==> src/rtl/canbt_pkg.sv <==
package canbt_pkg;
  typedef enum logic [1:0] {
    SEG_IDLE = 2'd0,
    SEG_SYNC = 2'd1,
    SEG_TS1  = 2'd2,
    SEG_PH2  = 2'd3
  } seg_e;
endpackage

==> src/rtl/canbt_tq_div.sv <==
module canbt_tq_div #(
  parameter int PRESC_W = 8
) (
  input  logic               clk,
  input  logic               rst_n,
  input  logic [PRESC_W-1:0] presc_i,
  output logic               tq_o
);
  logic [PRESC_W-1:0] cnt;

  assign tq_o = (cnt == presc_i);

  always_ff @(posedge clk or negedge rst_n) begin
    if (!rst_n)    cnt <= '0;
    else if (tq_o) cnt <= '0;
    else           cnt <= cnt + PRESC_W'(1);
  end


  tq_spacing_chk: assert property (@(posedge clk) disable iff (!rst_n)
    (tq_o && presc_i != '0 && $stable(presc_i)) |=> !tq_o);
endmodule

==> src/rtl/canbt_edge_det.sv <==
module canbt_edge_det (
  input  logic clk,
  input  logic rst_n,
  input  logic tq_i,
  input  logic rx_i,
  input  logic samp_i,
  input  logic sync_i,
  output logic edge_o
);
  logic prev_rec;
  logic synced;

  assign edge_o = tq_i & prev_rec & ~rx_i & ~synced;

  always_ff @(posedge clk or negedge rst_n) begin
    if (!rst_n) begin
      prev_rec <= 1'b1;
      synced   <= 1'b0;
    end else if (samp_i) begin
      prev_rec <= rx_i;
      synced   <= 1'b0;
    end else if (sync_i) begin
      synced   <= 1'b1;
    end
  end


  one_sync_chk: assert property (@(posedge clk) disable iff (!rst_n)
    sync_i |-> !synced);

  edge_dir_chk: assert property (@(posedge clk) disable iff (!rst_n)
    sync_i |-> (prev_rec && !rx_i));
endmodule

==> src/rtl/canbt_seg_fsm.sv <==
module canbt_seg_fsm
  import canbt_pkg::*;
#(
  parameter int SEG_W = 4,
  parameter int SJW_W = 3,
  localparam int CNT_W = SEG_W + 2
) (
  input  logic             clk,
  input  logic             rst_n,
  input  logic             tq_i,
  input  logic             edge_i,
  input  logic             hsync_en_i,
  input  logic             rx_i,
  input  logic [CNT_W-1:0] t1_i,
  input  logic [CNT_W-1:0] t2_i,
  input  logic [SJW_W-1:0] sjw_i,
  output logic             samp_now_o,
  output logic             sync_now_o,
  output logic             samp_stb_o,
  output logic             samp_bit_o,
  output logic             txpt_o
);
  seg_e             seg;
  logic [CNT_W-1:0] cnt;
  logic [CNT_W-1:0] ext;
  logic [CNT_W-1:0] shr;

  logic             hard, resync;
  logic [CNT_W-1:0] sjw_x, late_err, early_err, late_adj, early_adj;
  logic [CNT_W-1:0] ext_n, shr_n;
  logic             full_early, ts1_end, ph2_end;

  always_comb begin
    sjw_x      = CNT_W'(sjw_i);
    hard       = edge_i & hsync_en_i;
    resync     = edge_i & ~hsync_en_i & (seg != SEG_IDLE);
    late_err   = cnt + CNT_W'(1);
    early_err  = t2_i - cnt;
    late_adj   = (late_err < sjw_x) ? late_err : sjw_x;
    early_adj  = (early_err < sjw_x) ? early_err : sjw_x;
    ext_n      = (seg == SEG_TS1 && resync) ? late_adj : ext;
    shr_n      = (seg == SEG_PH2 && resync) ? early_adj : shr;
    full_early = (seg == SEG_PH2) && resync && (early_adj == early_err);
    ts1_end    = (seg == SEG_TS1) && (cnt == t1_i + ext_n - CNT_W'(1));
    ph2_end    = (seg == SEG_PH2) && (cnt == t2_i - shr_n - CNT_W'(1));
  end

  assign samp_now_o = tq_i & ~hard & ts1_end;
  assign sync_now_o = tq_i & (hard | resync);

  always_ff @(posedge clk or negedge rst_n) begin
    if (!rst_n) begin
      seg        <= SEG_IDLE;
      cnt        <= '0;
      ext        <= '0;
      shr        <= '0;
      samp_stb_o <= 1'b0;
      samp_bit_o <= 1'b1;
      txpt_o     <= 1'b0;
    end else begin
      samp_stb_o <= 1'b0;
      txpt_o     <= 1'b0;
      if (tq_i) begin
        if (hard) begin
          seg <= SEG_TS1;
          cnt <= '0;
          ext <= '0;
          shr <= '0;
        end else begin
          case (seg)
            SEG_IDLE: ;
            SEG_SYNC: begin
              seg <= SEG_TS1;
              cnt <= '0;
              ext <= '0;
            end
            SEG_TS1: begin
              if (ts1_end) begin
                samp_stb_o <= 1'b1;
                samp_bit_o <= rx_i;
                seg        <= SEG_PH2;
                cnt        <= '0;
                ext        <= '0;
                shr        <= '0;
              end else begin
                cnt <= cnt + CNT_W'(1);
                ext <= ext_n;
              end
            end
            SEG_PH2: begin
              if (full_early) begin
                txpt_o <= 1'b1;
                seg    <= SEG_TS1;
                cnt    <= '0;
                ext    <= '0;
                shr    <= '0;
              end else if (ph2_end) begin
                txpt_o <= 1'b1;
                seg    <= SEG_SYNC;
                cnt    <= '0;
                shr    <= '0;
              end else begin
                cnt <= cnt + CNT_W'(1);
                shr <= shr_n;
              end
            end
            default: seg <= SEG_IDLE;
          endcase
        end
      end
    end
  end


  idle_quiet_chk: assert property (@(posedge clk) disable iff (!rst_n)
    (seg == SEG_IDLE) |-> (!samp_stb_o && !txpt_o));

  ext_clip_chk: assert property (@(posedge clk) disable iff (!rst_n)
    ext <= sjw_x);

  shr_clip_chk: assert property (@(posedge clk) disable iff (!rst_n)
    shr <= sjw_x);

  hard_restart_chk: assert property (@(posedge clk) disable iff (!rst_n)
    (tq_i && hard) |=> (seg == SEG_TS1 && cnt == '0 && !samp_stb_o && !txpt_o));

  strobe_excl_chk: assert property (@(posedge clk) disable iff (!rst_n)
    !(samp_stb_o && txpt_o));

  strobe_pulse_chk: assert property (@(posedge clk) disable iff (!rst_n)
    samp_stb_o |=> !samp_stb_o);

  ext_drop_chk: assert property (@(posedge clk) disable iff (!rst_n)
    samp_stb_o |-> (ext == '0));
endmodule

==> src/rtl/canbt_sync.sv <==
module canbt_sync #(
  parameter int PRESC_W = 8,
  parameter int SEG_W   = 4,
  parameter int SJW_W   = 3,
  localparam int CNT_W  = SEG_W + 2
) (
  input  logic               clk,
  input  logic               rst_n,
  input  logic [PRESC_W-1:0] presc_i,
  input  logic [SEG_W-1:0]   prop_len_i,
  input  logic [SEG_W-1:0]   ph1_len_i,
  input  logic [SEG_W-1:0]   ph2_len_i,
  input  logic [SJW_W-1:0]   sjw_i,
  input  logic               hsync_en_i,
  input  logic               rx_i,
  output logic               samp_valid_o,
  output logic               samp_bit_o,
  output logic               txpt_o
);
  logic             tq;
  logic             edge_ok;
  logic             samp_now;
  logic             sync_now;
  logic [CNT_W-1:0] t1;
  logic [CNT_W-1:0] t2;

  assign t1 = CNT_W'(prop_len_i) + CNT_W'(ph1_len_i);
  assign t2 = CNT_W'(ph2_len_i);

  canbt_tq_div #(.PRESC_W(PRESC_W)) u_div (
    .clk     (clk),
    .rst_n   (rst_n),
    .presc_i (presc_i),
    .tq_o    (tq)
  );

  canbt_edge_det u_edge (
    .clk    (clk),
    .rst_n  (rst_n),
    .tq_i   (tq),
    .rx_i   (rx_i),
    .samp_i (samp_now),
    .sync_i (sync_now),
    .edge_o (edge_ok)
  );

  canbt_seg_fsm #(.SEG_W(SEG_W), .SJW_W(SJW_W)) u_fsm (
    .clk        (clk),
    .rst_n      (rst_n),
    .tq_i       (tq),
    .edge_i     (edge_ok),
    .hsync_en_i (hsync_en_i),
    .rx_i       (rx_i),
    .t1_i       (t1),
    .t2_i       (t2),
    .sjw_i      (sjw_i),
    .samp_now_o (samp_now),
    .sync_now_o (sync_now),
    .samp_stb_o (samp_valid_o),
    .samp_bit_o (samp_bit_o),
    .txpt_o     (txpt_o)
  );

  // R6 (configuration legality assumed by the clipping logic)
  cfg_legal_chk: assert property (@(posedge clk) disable iff (!rst_n)
    (prop_len_i != '0) && (ph1_len_i != '0) && (ph2_len_i != '0) &&
    (CNT_W'(sjw_i) <= CNT_W'(ph1_len_i)) && (CNT_W'(sjw_i) <= CNT_W'(ph2_len_i)));
endmodule

==> config.mk <==
export PLATFORM = sky130hd
export DESIGN_NAME = canbt_sync
export DESIGN_NICKNAME = d
export VERILOG_FILES = /design/src/rtl/canbt_pkg.sv /design/src/rtl/canbt_tq_div.sv /design/src/rtl/canbt_edge_det.sv /design/src/rtl/canbt_seg_fsm.sv /design/src/rtl/canbt_sync.sv
export SDC_FILE = /design/constraint.sdc
export NUM_CORES = 1
export LEC_CHECK = 0
export CORE_ASPECT_RATIO = 0.6
export CORE_MARGIN = 2
export CORE_UTILIZATION = 39
export DETAILED_ROUTE_END_ITERATION = 10
export SETUP_SLACK_MARGIN = 0.5
export SYNTH_ARGS = -nofsm -noshare
export SYNTH_HDL_FRONTEND = slang
export SYNTH_SLANG_ARGS = --single-unit
==> constraint.sdc <==
create_clock -name clk -period 4.7 [get_ports clk]
set_clock_uncertainty 0.2 [all_clocks]
set_input_delay 1.175 -clock clk [delete_from_list [all_inputs] [get_ports clk]]
set_output_delay 1.175 -clock clk [all_outputs]
set_load 0.03 [all_outputs]
==> impl_metrics.yaml, run 1 <==
global_routing:
  grt_max_degree: 34
  grt_pass1_vias: 2676
  antenna_found_initial: 0
  track_usage: 0.211
  grt_pass1_wl_mm: 13.4
  grt_overflow: 0
sta:
  setup_violations: 25
  grt_setup_unrepaired: "yes"
  maxSlewHeadroom: 0.679
  min_period_ns: 5.29
  worstMarginPinSlew_ns: 0.478
  fmaxAchievable_ghz: 0.189
  whs_ns: 0.289
  fin_ws_ns: -0.591
  fin_tns_setup_ns: -11.71
  finalCritPeriodShare: 1.13
  hold_violations: 0
  drv_slew: 0
drt:
  first_iter_violations: 175
  detail_route.first_pass.iterations: 4
  num_vias: 2704
  ant_nets: 0
  wire_per_inst_um: 15.4
  drt-total-wl_mm: 8.22
  routed_via_density: 5.05
  drcViolationCount: 0
status:
  status: "complete, but fails checks"
  violations: "setup timing"
clocking:
  cts_tree: "done"
  root_buffer: "clkbuf_16"
  hold_buffers: 0
  cts_num_sinks: 33
  clk_latency_ns: 0.28
  cts_htree_levels: 2
  numCtsBuffers: 5
  clockBufferDepth: 2
  clkTransAtPathRegs_ns: 0.05
pwr:
  clockPowerShare: 0.311
  power_mw: 1.05
  intPower_mw: 0.727
  p_seq_frac: 0.342
  p_leak_nw: 2.08
  switchingPower_mw: 0.326
  power_frac_comb: 0.347
  powerDensity_nw_per_um2: 233
  swShare: 0.309
  peakVddDrop_mv: 0.174
critical_path:
  path_class: "in -> reg"
  end_kind: "register"
  cp.arrival_ns: 5.28
  path_max_fanout: 8
  required_ns: 4.68
  critPathLaunchType: "input pin"
synth:
  netlist_instances: 319
  synth_seq_cells: 33
  ys_seq_area_frac: 0.279
  yosys_warnings: 0
  async_flop_share: 1.00
  synth_edf_count: 0
  synth.avg_cell_area_um2: 9.29
  ys.flop_type: "dfrtp_1"
  syn_area_um2: 2960
  synth_cell_types: 62
  synth_nets: 376
placed_design:
  placed_area_um2: 3910
  port_buffers: 29
  gp_congestion: 0.851
  post-place-ws_ns: -1.42
  dpl.cell_count: 501
  dpl.hpwl_mm: 6.15
floorplan:
  design.die.area_um2: 8340
  design.core.area_um2: 7330
  initial_core_util: 0.405
  rows: 24
  ios: 30
  fp.dieW_um: 117
  die_y_um: 71.5
job:
  drv_cap: 0
layout:
  design_area_um2: 4520
  final_common_cell: "buf_4"
  final_cell_mix: "buf_4, dfrtp_1, inv_1, nand2_1, ha_1"
  final-instance-count-excl-fill: 535
  antennaDiodeCount: 0
  drive_gt1_frac: 0.406
  final_util: 0.616
  syn_to_final_growth_pct: 52.4
  final_nets: 487
min_path:
  min_path_type: "reg -> reg"
final timing paths:
| path | startpoint | endpoint | slack [ns] | depth (start not counted) |
|---|---|---|---|---|
| worst max-delay path | rx_i | u_fsm.cnt[5]$_DFFE_PN0P_ | -0.59 | 19 |
| worst min-delay path | u_fsm.ext[0]$_DFFE_PN0P_ | u_fsm.ext[0]$_DFFE_PN0P_ | 0.29 | 2 |
| worst max register to register | u_edge.prev_rec$_DFFE_PN1P_ | u_fsm.cnt[5]$_DFFE_PN0P_ | -0.14 | 18 |
| worst min register to register | u_fsm.ext[0]$_DFFE_PN0P_ | u_fsm.ext[0]$_DFFE_PN0P_ | 0.29 | 2 |
| max in group asynchronous | rst_n | u_edge.prev_rec$_DFFE_PN1P_ | 2.86 | 2 |
| min in group asynchronous | rst_n | u_fsm.samp_stb_o$_DFF_PN0_ | 1.10 | 2 |
power by group through the flow:
stage          clock network [mW]  registers, mW  logic (mW)
2_1_floorplan                   0          0.350       0.192
4_1_cts                     0.336          0.358       0.347
3_5_place_dp                    0          0.357       0.310
6_report                    0.328          0.360       0.365
3_3_place_gp                    0          0.357       0.304
5_1_grt                     0.345          0.365       0.402
registers in the layout, summed over array words and instances, names as in the netlist:
name	cells
u_fsm.samp_stb_o	1
u_edge.prev_rec	1
u_div.cnt	8
u_edge.synced	1
u_fsm.cnt	6
u_fsm.samp_bit_o	1
u_fsm.shr	6
u_fsm.seg	2
u_fsm.ext	6
u_fsm.txpt_o	1
logic make-up after synthesis:
group,Yosys count,synth area share
muxes,16,0.0570
xor gates and xnor gates,40,0.121
AOI/OAI and AO/OA,59,0.141
buffers and inverters,38,0.0553
and+or+nand+nor,103,0.204
DFF,33,0.279
adders and majority gates,30,0.142
layout make-up:
class,instances,area [µm²]
Fill cell,619,2810
Multi-Input combinational cell,248,2350
Timing Repair Buffer,112,938
Sequential cell,33,828
Clock buffer,8,146
Tap cell,104,130
Inverter,30,125
synthesized netlist by cell type (3+ instances only):
master / instances / area [µm²]
a21o_1: 5 / 37.5
nor3_1: 4 / 20.0
o21ai_1: 6 / 30.0
nand2b_1: 5 / 31.3
nand3b_1: 4 / 30.0
dfrtp_1: 31 / 776
nor2b_1: 10 / 62.6
and3_1: 4 / 25.0
nor4_1: 3 / 18.8
clkbuf_1: 5 / 18.8
nand4_1: 6 / 37.5
mux2_2: 5 / 56.3
o31ai_1: 6 / 45.0
o32a_1: 4 / 40.0
a21oi_1: 13 / 65.1
ha_1: 24 / 300
or2_2: 4 / 25.0
fa_1: 6 / 120
nand2_1: 23 / 86.3
o21a_1: 4 / 30.0
inv_1: 30 / 113
mux2i_1: 9 / 90.1
nor2_1: 14 / 52.6
xnor2_1: 23 / 201
nand3_1: 10 / 50.1
xor2_1: 16 / 140
critical path, stage by stage:
cell     delay, ns
buf_8         0.10
or3b_4        0.37
or3_4         0.33
or4_4         0.48
nor2_4        0.14
a21oi_4       0.05
fa_1          0.50
inv_1         0.04
ha_2          0.19
fa_2          0.35
a21o_1        0.19
a21oi_2       0.17
xnor2_2       0.16
xor2_2        0.20
nor3_4        0.06
buf_12        0.15
or2_4         0.25
o21a_1        0.14
o31ai_1       0.23
repair_timing:
item,in CTS,in global routing
cloned,1,0
buffers inserted,18,7
endpoints found under the setup margin,25,25
pin swaps,42,25
resized for setup,59,32
metal layers:
metal  vias to the layer above  wire (µm)  track usage
met2                        54       3420        0.289
met1                      1306       4300        0.329
met5                         -          0            0
li1                       1332          -            -
met4                         0        125       0.0601
met3                        12        376       0.0499
(Power assumes the default switching activity.)
==> inputs of run 2 (changes only) <==
ABC_CLOCK_PERIOD_IN_PS = 4700   (was default)
CTS_CLUSTER_DIAMETER = 60   (was default)
==> results of run 2 <==
The final DEF is identical to that of run 1; final timing and power are the same.
==> inputs of run 3 (changes only) <==
ABC_CLOCK_PERIOD_IN_PS = 4600   (was 4700)
HOLD_SLACK_MARGIN = 0.03   (was default)
clock period = 4.6 ns   (was 4.7 ns; I/O delays follow)
==> run 3 against run 2 <==
  * Routed wire length increased by 27%
  * Critical endpoint is now u_fsm.cnt[0]$_DFFE_PN0P_
  * Non-clock buffer count rose by 48
  * The run still ends with setup timing left
  * Highest routed layer unchanged
  * Sequential share of layout area shrank 2.2 points
  * Final cell count increased by 9.0%
==> impl_metrics.yaml, run 3 (same netlist as run 1, synthesis figures left out) <==
sta:
  fmaxAchievable_ghz: 0.185
  setup_violations: 29
  whs_ns: 0.297
  hold_violations: 0
  maxSlewHeadroom: 0.701
  finalCritPeriodShare: 1.17
  fin_ws_ns: -0.799
  min_period_ns: 5.40
  fin_tns_setup_ns: -17.51
  grt_setup_unrepaired: "yes"
  drv_slew: 0
  worstMarginPinSlew_ns: 0.449
floorplan:
  design.core.area_um2: 7330
  ios: 30
  design.die.area_um2: 8340
  initial_core_util: 0.405
  rows: 24
  fp.dieW_um: 117
  die_y_um: 71.5
pwr:
  swShare: 0.332
  power_mw: 1.20
  p_leak_nw: 2.37
  powerDensity_nw_per_um2: 234
  switchingPower_mw: 0.399
  intPower_mw: 0.802
  p_seq_frac: 0.315
  peakVddDrop_mv: 0.173
  clockPowerShare: 0.274
  power_frac_comb: 0.411
layout:
  final_nets: 535
  largest_reg_flops: 8
  regMostFlops: "u_div.cnt"
  antennaDiodeCount: 0
  final-instance-count-excl-fill: 583
  drive_gt1_frac: 0.489
  final_cell_mix: "buf_4, buf_6, dfrtp_1, inv_1, nand2_1"
  syn_to_final_growth_pct: 73.3
  final_util: 0.701
  final_common_cell: "buf_4"
placed_design:
  port_buffers: 29
  gp_congestion: 0.815
  dpl.cell_count: 505
  dpl.hpwl_mm: 6.21
critical_path:
  required_ns: 4.61
  cp.arrival_ns: 5.41
  critPathLaunchType: "input pin"
  path_class: "in -> reg"
  path_delay_family: "simple AND/OR/NAND/NOR gates"
  slowest_stage: "or4_4"
  end_kind: "register"
  cp_num_buf_inv: 5
  critPathMostFrequentCell: "buf_6"
  crit_path_max_incr_delay_ns: 0.48
  crit_chain: "buf_8 > or3b_4 > or3_4 > or4_4 > nor2_4 > a21oi_4 > fa_1 > inv_1 > ha_2 > fa_2 > a21o_1 > a21oi_2 > xnor2_2 > xor2_1 > nor3_4 > buf_6 > buf_12 > or2_4 > o21a_4 > buf_6 > mux2i_1"
  path_max_fanout: 5
drt:
  first_iter_violations: 181
  ant_nets: 0
  drt-total-wl_mm: 10.4
  num_vias: 3017
  drcViolationCount: 0
  detail_route.first_pass.iterations: 4
  wire_per_inst_um: 17.9
  routed_via_density: 5.17
clocking:
  cts_htree_levels: 2
  cts_tree: "done"
  clk_latency_ns: 0.29
  numCtsBuffers: 5
  cts_num_sinks: 33
  root_buffer: "clkbuf_16"
  clkTransAtPathRegs_ns: 0.05
  clockBufferDepth: 2
  hold_buffers: 0
global_routing:
  track_usage: 0.231
  antenna_found_initial: 0
  grt_pass1_vias: 2928
  grt_pass1_wl_mm: 14.6
  grt_max_degree: 34
  grt_overflow: 0
status:
  violations: "setup timing"
  status: "complete, but fails checks"
min_path:
  min_path_type: "reg -> reg"
job:
  drv_cap: 0
[run 3: changes by cell type in the layout (fill, tap and decap cells not counted), sizes merged]
cell and change:
buf +52, clkbuf -3, clkdlybuf4s15 -2, clkinv +2, dlymetal6s2s -1
[run 3: metal layers]
layer | vias to the layer above | part of all wire | GRT usage
met5 | - | 0 | 0
met1 | 1457 | 0.45 | 0.346
li1 | 1431 | - | -
met4 | 0 | 0.024 | 0.0641
met3 | 23 | 0.062 | 0.0474
met2 | 106 | 0.46 | 0.337
[run 3: per-stage QoR]
stage / setup WS [ns] / instance area, µm²
CTS: -0.780 / 4640
global route: -0.974 / 5140
floorplan: -0.801 / 3110
global placement: -1.45 / 3940
detailed placement: -1.48 / 3940
finish: -0.799 / 5140
[run 3: area by class of cell]
| class | count | area [µm²] |
|---|---|---|
| Multi-Input combinational cell | 248 | 2440 |
| Fill cell | 519 | 2190 |
| Timing Repair Buffer | 160 | 1480 |
| Sequential cell | 33 | 828 |
| Tap cell | 104 | 130 |
| Clock buffer | 6 | 129 |
| Inverter | 30 | 125 |
| Clock inverter | 2 | 10.0 |
[run 3: what timing repair did]
item / 4_1_cts / 5_1_grt
cloned: 2 / 0
resized for setup: 85 / 75
setup buffers: 43 / 25
setup endpoints to repair: 25 / 33
hold endpoints to repair: 0 / 0
pin swaps: 39 / 39
[run 3: power groups by stage]
stage	registers (mW)	clock network (mW)	logic (mW)
4_1_cts	0.369	0.324	0.386
3_3_place_gp	0.367	0	0.300
5_1_grt	0.383	0.348	0.533
2_1_floorplan	0.358	0	0.196
6_report	0.378	0.329	0.494
3_5_place_dp	0.368	0	0.307
[run 3: worst paths after layout]
kind,start,to,slack (ns),cells after the start
max,rx_i,u_fsm.cnt[0]$_DFFE_PN0P_,-0.80,21
min,u_fsm.ext[0]$_DFFE_PN0P_,u_fsm.ext[0]$_DFFE_PN0P_,0.30,2
max reg2reg,u_edge.prev_rec$_DFFE_PN1P_,u_fsm.cnt[0]$_DFFE_PN0P_,-0.39,20
min reg2reg,u_fsm.ext[0]$_DFFE_PN0P_,u_fsm.ext[0]$_DFFE_PN0P_,0.30,2
max in group asynchronous,rst_n,u_edge.prev_rec$_DFFE_PN1P_,2.79,2
min in group asynchronous,rst_n,u_fsm.ext[4]$_DFFE_PN0P_,1.07,2
[run 3: worst min-delay path: cells and delay by family (launching register included)]
family           cells  cell delay [ns]
flip-flops           1             0.34
AO/OA/AOI/OAI        1             0.07
AND/OR/NAND/NOR      1             0.05
